**src/rtl/rsp_cap_pkg.sv**
```systemverilog
// Package: shared constants and types for the response capture block.
// Assumes the frame formats of card command responses: 48 or 136 bits,
// transmitted most significant bit first, starting with a zero start bit.
package rsp_cap_pkg;
    localparam int HW_W       = 16;
    localparam int FIFO_D     = 8;
    localparam int SHORT_BITS = 48;
    localparam int LONG_BITS  = 136;
    localparam int SR_W       = 128;
    localparam int CNT_W      = 8;
    localparam int SHORT_HW   = SHORT_BITS / HW_W;
    localparam int LONG_HW    = SR_W / HW_W;
    localparam int CRC_W      = 7;
    localparam int SHORT_CRC_LO = 1;
    localparam int SHORT_CRC_HI = SHORT_BITS - CRC_W - 2;
    localparam int LONG_CRC_LO  = 8;
    localparam int LONG_CRC_HI  = LONG_BITS - CRC_W - 2;

    typedef enum logic [1:0] {
        MODE_NONE, MODE_SHORT_CRC, MODE_SHORT_RAW, MODE_LONG
    } mode_e;

    typedef enum logic [1:0] {
        ST_IDLE, ST_WAIT, ST_SHIFT, ST_FIN
    } st_e;

    // Map the 2-bit response-kind code and the long-disable bit to a mode.
    function automatic mode_e decode_kind(input logic [1:0] kind, input logic long_off);
        case (kind)
            2'd1:    return MODE_SHORT_CRC;
            2'd2:    return long_off ? MODE_SHORT_CRC : MODE_LONG;
            2'd3:    return MODE_SHORT_RAW;
            default: return MODE_NONE;
        endcase
    endfunction
endpackage

```
**src/rtl/rsp_crc7.sv**
```systemverilog
// Serial CRC-7 generator, polynomial x^7+x^3+1, zero start value.
// Assumes one bit per enabled cycle, most significant bit of the frame first.
module rsp_crc7 (
    input  logic       clk,
    input  logic       rst_n,
    input  logic       clr,
    input  logic       en,
    input  logic       din,
    output logic [6:0] crc
);
    logic fb;
    assign fb = din ^ crc[6];

    // Shift one bit into the CRC register.
    always_ff @(posedge clk) begin
        if (!rst_n || clr) begin
            crc <= '0;
        end else if (en) begin
            crc <= {crc[5:3], crc[2] ^ fb, crc[1:0], fb};
        end
    end
endmodule

```
**src/rtl/rsp_frame_rx.sv**
```systemverilog
// Frame receiver: waits for the start bit under a tick limit, then shifts the
// reply into a register and steers the CRC generator over the covered bits.
// Assumes cmd_line is already synchronous to clk and sampled only on ticks.
module rsp_frame_rx
    import rsp_cap_pkg::*;
#(
    parameter int TMO_W = 8
) (
    input  logic             clk,
    input  logic             rst_n,
    input  logic             tick,
    input  logic             line,
    input  logic             go,
    input  mode_e            mode_in,
    input  logic [TMO_W-1:0] tmo_limit,
    output logic             busy,
    output logic             fin,
    output mode_e            mode,
    output logic             tmo_hit,
    output logic [SR_W-1:0]  sr,
    output logic             crc_clr,
    output logic             crc_en,
    output logic             crc_din
);
    st_e               st;
    logic [CNT_W-1:0]  idx;
    logic [TMO_W-1:0]  wcnt;
    logic [CNT_W-1:0]  last_idx;
    logic [CNT_W-1:0]  crc_lo;
    logic [CNT_W-1:0]  crc_hi;
    logic              wait_over;

    // Frame length and CRC coverage for the latched mode.
    always_comb begin
        if (mode == MODE_LONG) begin
            last_idx = CNT_W'(LONG_BITS - 1);
            crc_lo   = CNT_W'(LONG_CRC_LO);
            crc_hi   = CNT_W'(LONG_CRC_HI);
        end else begin
            last_idx = CNT_W'(SHORT_BITS - 1);
            crc_lo   = CNT_W'(SHORT_CRC_LO);
            crc_hi   = CNT_W'(SHORT_CRC_HI);
        end
    end

    assign wait_over = ({1'b0, wcnt} + 1'b1) >= {1'b0, tmo_limit};
    assign tmo_hit   = (st == ST_WAIT) && tick && line && wait_over;
    assign fin       = (st == ST_FIN);
    assign busy      = (st != ST_IDLE);
    assign crc_clr   = (st == ST_IDLE) && go;
    assign crc_en    = (st == ST_SHIFT) && tick && (idx >= crc_lo) && (idx <= crc_hi);
    assign crc_din   = line;

    // Sequence through wait, shift and finish for one reply.
    always_ff @(posedge clk) begin
        if (!rst_n) begin
            st   <= ST_IDLE;
            mode <= MODE_NONE;
            idx  <= '0;
            wcnt <= '0;
            sr   <= '0;
        end else begin
            case (st)
                ST_IDLE: if (go) begin
                    mode <= mode_in;
                    idx  <= '0;
                    wcnt <= '0;
                    sr   <= '0;
                    st   <= (mode_in == MODE_NONE) ? ST_FIN : ST_WAIT;
                end
                ST_WAIT: if (tick) begin
                    if (!line) begin
                        sr  <= {sr[SR_W-2:0], 1'b0};
                        idx <= CNT_W'(1);
                        st  <= ST_SHIFT;
                    end else if (wait_over) begin
                        st <= ST_IDLE;
                    end else begin
                        wcnt <= wcnt + 1'b1;
                    end
                end
                ST_SHIFT: if (tick) begin
                    sr <= {sr[SR_W-2:0], line};
                    if (idx == last_idx) st <= ST_FIN;
                    else idx <= idx + 1'b1;
                end
                default: st <= ST_IDLE;
            endcase
        end
    end
endmodule

```
**src/rtl/rsp_fifo.sv**
```systemverilog
// Halfword queue: loaded in parallel with a whole reply, drained one entry
// per pop. Entry i of a load is ld_data[top-16*i -: 16].
// Assumes a load never exceeds the depth; flush has priority over load.
module rsp_fifo
    import rsp_cap_pkg::*;
#(
    parameter int DEPTH = FIFO_D,
    parameter int W     = HW_W
) (
    input  logic                        clk,
    input  logic                        rst_n,
    input  logic                        flush,
    input  logic                        ld,
    input  logic [$clog2(DEPTH+1)-1:0]  ld_cnt,
    input  logic [DEPTH*W-1:0]          ld_data,
    input  logic                        pop,
    output logic [W-1:0]                rd_data,
    output logic [$clog2(DEPTH+1)-1:0]  cnt
);
    localparam int PTR_W = $clog2(DEPTH);
    localparam int LVL_W = $clog2(DEPTH+1);

    logic [W-1:0]     ent [DEPTH];
    logic [PTR_W-1:0] rptr;

    // One storage register per entry, written only on a load.
    for (genvar i = 0; i < DEPTH; i++) begin : g_ent
        always_ff @(posedge clk) begin
            if (!rst_n) ent[i] <= '0;
            else if (ld && !flush) ent[i] <= ld_data[DEPTH*W-1-i*W -: W];
        end
    end

    // Track read position and fill level.
    always_ff @(posedge clk) begin
        if (!rst_n || flush) begin
            rptr <= '0;
            cnt  <= '0;
        end else if (ld) begin
            rptr <= '0;
            cnt  <= ld_cnt;
        end else if (pop && cnt != '0) begin
            rptr <= rptr + 1'b1;
            cnt  <= cnt - LVL_W'(1);
        end
    end

    assign rd_data = (cnt != '0) ? ent[rptr] : '0;
endmodule

```
**src/rtl/rsp_capture.sv**
```systemverilog
// Top: command response capture with CRC check, timeout and halfword queue.
// Assumes cmd_go arrives only after the command has left the host; a go
// while busy is ignored.
module rsp_capture
    import rsp_cap_pkg::*;
#(
    parameter int TMO_W = 8
) (
    input  logic             clk,
    input  logic             rst_n,
    input  logic             card_tick,
    input  logic             cmd_line,
    input  logic             cmd_go,
    input  logic [1:0]       resp_kind,
    input  logic             long_off,
    input  logic [TMO_W-1:0] tmo_limit,
    input  logic             rd_pop,
    output logic [15:0]      rd_data,
    output logic [3:0]       resp_cnt,
    output logic             busy,
    output logic             stat_end,
    output logic             stat_crc_err,
    output logic             stat_timeout
);
    localparam int LVL_W = $clog2(FIFO_D+1);

    mode_e             mode;
    logic              fin, tmo_hit, crc_clr, crc_en, crc_din;
    logic [SR_W-1:0]   sr;
    logic [6:0]        crc;
    logic              start;
    logic              ld;
    logic [LVL_W-1:0]  ld_cnt;
    logic [SR_W-1:0]   ld_data;
    logic              crc_bad;

    assign start = cmd_go && !busy;

    rsp_frame_rx #(.TMO_W(TMO_W)) u_rx (
        .clk(clk), .rst_n(rst_n), .tick(card_tick), .line(cmd_line),
        .go(cmd_go), .mode_in(decode_kind(resp_kind, long_off)),
        .tmo_limit(tmo_limit), .busy(busy), .fin(fin), .mode(mode),
        .tmo_hit(tmo_hit), .sr(sr), .crc_clr(crc_clr), .crc_en(crc_en),
        .crc_din(crc_din)
    );

    rsp_crc7 u_crc (
        .clk(clk), .rst_n(rst_n), .clr(crc_clr), .en(crc_en),
        .din(crc_din), .crc(crc)
    );

    // Select what the finished reply loads into the queue.
    always_comb begin
        ld = fin && (mode != MODE_NONE);
        if (mode == MODE_LONG) begin
            ld_cnt  = LVL_W'(LONG_HW);
            ld_data = sr;
        end else begin
            ld_cnt  = LVL_W'(SHORT_HW);
            ld_data = {sr[SHORT_BITS-1:0], {(SR_W-SHORT_BITS){1'b0}}};
        end
        crc_bad = (mode == MODE_SHORT_CRC || mode == MODE_LONG) && (crc != sr[7:1]);
    end

    rsp_fifo #(.DEPTH(FIFO_D), .W(HW_W)) u_fifo (
        .clk(clk), .rst_n(rst_n), .flush(start), .ld(ld), .ld_cnt(ld_cnt),
        .ld_data(ld_data), .pop(rd_pop), .rd_data(rd_data), .cnt(resp_cnt)
    );

    // Sticky status flags, cleared when a new command starts.
    always_ff @(posedge clk) begin
        if (!rst_n || start) begin
            stat_end     <= 1'b0;
            stat_crc_err <= 1'b0;
            stat_timeout <= 1'b0;
        end else begin
            if (tmo_hit) begin
                stat_end     <= 1'b1;
                stat_timeout <= 1'b1;
            end
            if (fin) begin
                stat_end <= 1'b1;
                if (crc_bad) stat_crc_err <= 1'b1;
            end
        end
    end
endmodule

```
**config.mk**
```make
export PLATFORM = sky130hd
export DESIGN_NAME = rsp_capture
export DESIGN_NICKNAME = d
export VERILOG_FILES = /design/src/rtl/rsp_cap_pkg.sv /design/src/rtl/rsp_crc7.sv /design/src/rtl/rsp_frame_rx.sv /design/src/rtl/rsp_fifo.sv /design/src/rtl/rsp_capture.sv
export SDC_FILE = /design/constraint.sdc
export NUM_CORES = 1
export LEC_CHECK = 0
export CORE_MARGIN = 2
export CORE_UTILIZATION = 58
export CTS_CLUSTER_SIZE = 10
export DETAILED_ROUTE_END_ITERATION = 10
export DONT_BUFFER_PORTS = 1
export PLACE_DENSITY = 0.71
export SLEW_MARGIN = 5
export SYNTH_ARGS = -nofsm -noshare
export SYNTH_HDL_FRONTEND = slang
export SYNTH_SLANG_ARGS = --single-unit
```
**constraint.sdc**
```tcl
create_clock -name clk -period 20.3 [get_ports clk]
set_clock_uncertainty 0.05 [all_clocks]
set_input_delay 6.09 -clock clk [delete_from_list [all_inputs] [get_ports clk]]
set_output_delay 6.09 -clock clk [all_outputs]
set_load 0.01 [all_outputs]
```
==> results by group <==
Critical path
  – Reg-to-Reg Start: u_rx.st[0]
  – CP startpoint kind: flip-flop
  – Crit path kind: reg2out
  – Delay of the slowest critical-path stage: about 600 ps
  – Critical Path End Type: output port
  – Worst Path Buf+Inv: 1
  – Crit path max-delay cell type: mux4_2
  – Crit Path Max Fanout: 32
  – Crit path cell chain: buf_4, mux4_2, mux2i_1, nor2_1
  – CP delay by family, top: multiplexers
  – CP Data Required Time: about 14000 ps
  – Critical path arrival: between 2000 and 3000 ps

Timing
  – Fin. max-slew vios: 0
  – Post-Route Setup TNS: 0 ps
  – Final period utilization: 42.7%
  – Final min period: a little under 9000 ps
  – Final Hold Fails: 0
  – RSZ-0062 raised after global routing: false
  – Relative slew slack: around a fifth
  – Max Fclk: about 120 MHz
  – Worst-Margin Slew: 1210 ps
  – Final setup fails: 0

Route
  – Antenna Nets Post-Route: 0
  – Drt drc: 0
  – Avg WL per Cell: ~19 um
  – Via Count: just under 9k
  – DRT iter0 DRCs: between 700 and 800
  – DR vias/cell: between 5 and 6
  – Final WL: roughly 28000 um
  – Initial DRT Pass Iterations: 5

Hold path
  – HP Start: u_rx.sr[127]
  – Hold Crit Class: reg2reg

Finish
  – Area Overhead vs Synth: 8.24%
  – Post-layout instance area: 14400 um^2
  – # nets final: between 1k and 1.5k
  – Inserted Diodes: 0
  – Layout cells sized above 1: 8.87%
  – Layout Utilization: between 60% and 70%

Global routing
  – Largest net degree at the start of global routing: 150
  – Antenna violations before repair: 0
  – Gr usage total: 23.4%
  – Vias in the first global route: around 8.5k
  – Global-route wire length before repair: between 40000 and 50000 um
  – Gr ovfl total: 0

Floorplan
  – Die Y: about 160 um
  – Initial Utilization: around three fifths
  – Core area: around 23000 um^2
  – Row cnt: 55
  – I/O pin cnt: 41
  – Die width: about 160 um
  – Full die area: between 20000 and 25000 um^2

Placement
  – HPWL after detailed placement: approximately 16000 um
  – Post-place instance area: around 13000 um^2
  – Port Buf Inserts: 0
  – GP Congestion: between 0.8 and 0.9

Logic synthesis
  – Synth area leader: edfxtp_1
  – Synth warn: 0
  – Synth Register Bits: 296
  – Post-synth top area share: around 29%
  – Post-Syn Nets: 1257
  – Synth top area cells: edfxtp_1 29%, dfxtp_1 25%, a21boi_1 6.3%, mux4_2 5.4%, nand3_1 5.2%
  – Distinct cell type count after synthesis: 59
  – Synthesized instance count: 1216
  – Top FF cell, synth: dfxtp_1
  – Synth Cell Area: 13300 um^2
  – Post-synthesis sequential area ratio: around 54%
  – Avg Cell Area, Syn: roughly 11 um^2
  – FFs w/ async S/R, synth: 0%
  – Number of flops mapped to enable cells by yosys: roughly 130

Clocking
  – TritonCTS clock tree: built
  – Longest Clk Path Bufs: 3
  – Resize count post-CTS: 0
  – Clock Latency Late Sink: 520 ps
  – Root Buffer: clkbuf_16
  – Clock sink count: approximately 300
  – Total CTS buffers: 35
  – Clk pin slew, worst setup/hold paths: approximately 50 ps
  – Hold buffers post-CTS: 0
  – Setup bufs post-CTS: 0
  – H-tree levels: 2

Power and ir drop
  – Maximum VDD drop: 82.1 uV
  – Leak: 4.97 nW
  – Power per Cell Area: between 100 and 150 nW/um^2

Run status
  – Status: finished, final reports clean

Run
  – Maxcap violations: 0
[cell type report]
type / instances / area, um^2
tap: 285 / 357
inverter: 21 / 78.8
multi-input combinational: 806 / 5620
sequential: 296 / 7210
timing repair buffer: 13 / 97.6
clock buffer: 57 / 980
fill: 1808 / 8210
clock inverter: 2 / 25.0
[logic make-up after synthesis]
| kind of cell | Yosys count | synth area share [%] |
|---|---|---|
| flip-flops | 296 | 54.3 |
| XOR/XNOR | 21 | 1.39 |
| adder cells (fa/ha/maj) | 24 | 2.26 |
| AND/OR/NAND/NOR | 468 | 17.3 |
| AO/OA/AOI/OAI | 234 | 13.6 |
| buffers and inverters | 114 | 3.69 |
| multiplexers | 59 | 7.47 |
[flip-flops by register name, indices dropped and copies added (netlist names), 2 cells and up, named ones only]
| signal | count |
|---|---|
| u_rx.sr | 128 |
| u_rx.idx | 8 |
| u_fifo.cnt | 4 |
| u_rx.st | 2 |
| u_rx.mode | 2 |
| u_rx.wcnt | 8 |
| u_crc.crc | 7 |
| u_fifo.rptr | 3 |
| u_fifo.ent | 128 |
[placed cells by master (no fill, tap or decap), types with 13 or more instances in the layout]
cell type  count
dfxtp_1      167
nand2_1      163
nand3_1      137
edfxtp_1     128
a21boi_1     111
and2_1        82
a22o_1        48
nor2_1        43
clkbuf_16     36
mux4_2        32
mux2i_1       27
ha_1          24
inv_1         21
a21boi_0      21
clkbuf_1      21
o21ai_0       16
buf_4         13
[worst register-to-register path: cells and delay by family, from the launching register on]
family | cells | cell delay, ps
AOI/OAI and AO/OA | 2 | 390
adders and majority gates | 1 | 380
buffers and inverters | 2 | 940
DFF | 1 | 400
and+or+nand+nor | 3 | 1410
[per-stage QoR]
stage / setup WS [ps] / instances / total power [mW] / hold WS, ps
finish: 11630 / 1480 / 1.45 / 408
global route: 11540 / 1480 / 1.51 / 431
global placement: 11660 / 1421 / 0.900 / 390
floorplan: 4200 / 1216 / 0.856 / 380
detailed placement: 11500 / 1421 / 0.903 / 404
CTS: 11590 / 1480 / 1.46 / 409
[metal layers]
layer / part of all wire, % / wire length (um) / GRT usage, %
met1: 48 / 13400 / 34.7
met2: 46 / 12700 / 36.1
met3: 4.0 / 1110 / 3.73
met4: 1.9 / 534 / 5.94
met5: 0 / 0 / 0
[synth_stat cells, types with 2 or more instances]
library cell / n
mux2i_1: 27
nand2b_1: 6
buf_4: 2
mux4_2: 32
ha_1: 24
buf_6: 3
and2_1: 82
a21oi_1: 10
a211oi_1: 2
xor2_1: 9
nand3_1: 137
a31oi_1: 5
nor4_1: 2
nand2_1: 163
nand3b_1: 3
o31ai_1: 4
o21ai_0: 17
nor2_1: 44
buf_2: 25
a21boi_0: 21
o21ai_1: 2
a22o_1: 48
xnor2_1: 12
nor3_1: 5
edfxtp_1: 128
a21boi_1: 111
buf_1: 15
and3_1: 6
clkbuf_1: 48
inv_1: 21
dfxtp_1: 168
a21o_1: 2
nand4_1: 2
nor2b_1: 5
[where the power goes]
group / internal [mW] / total [mW] / switching [mW]
clock network: 0.329 / 0.558 / 0.229
registers: 0.635 / 0.644 / 0.00864
logic: 0.0500 / 0.246 / 0.196
total: 1.01 / 1.45 / 0.434
[path summary, 6_finish.rpt]
check,endpoint,slack [ps],depth (start not counted)
worst max-delay path,rd_data[0],11630,4
worst min-delay path,u_rx.sr[127],410,2
worst max register to register,u_rx.sr[28],16630,8
worst min register to register,u_rx.sr[127],410,2
No activity file was read; power rests on OpenSTA's default activity.
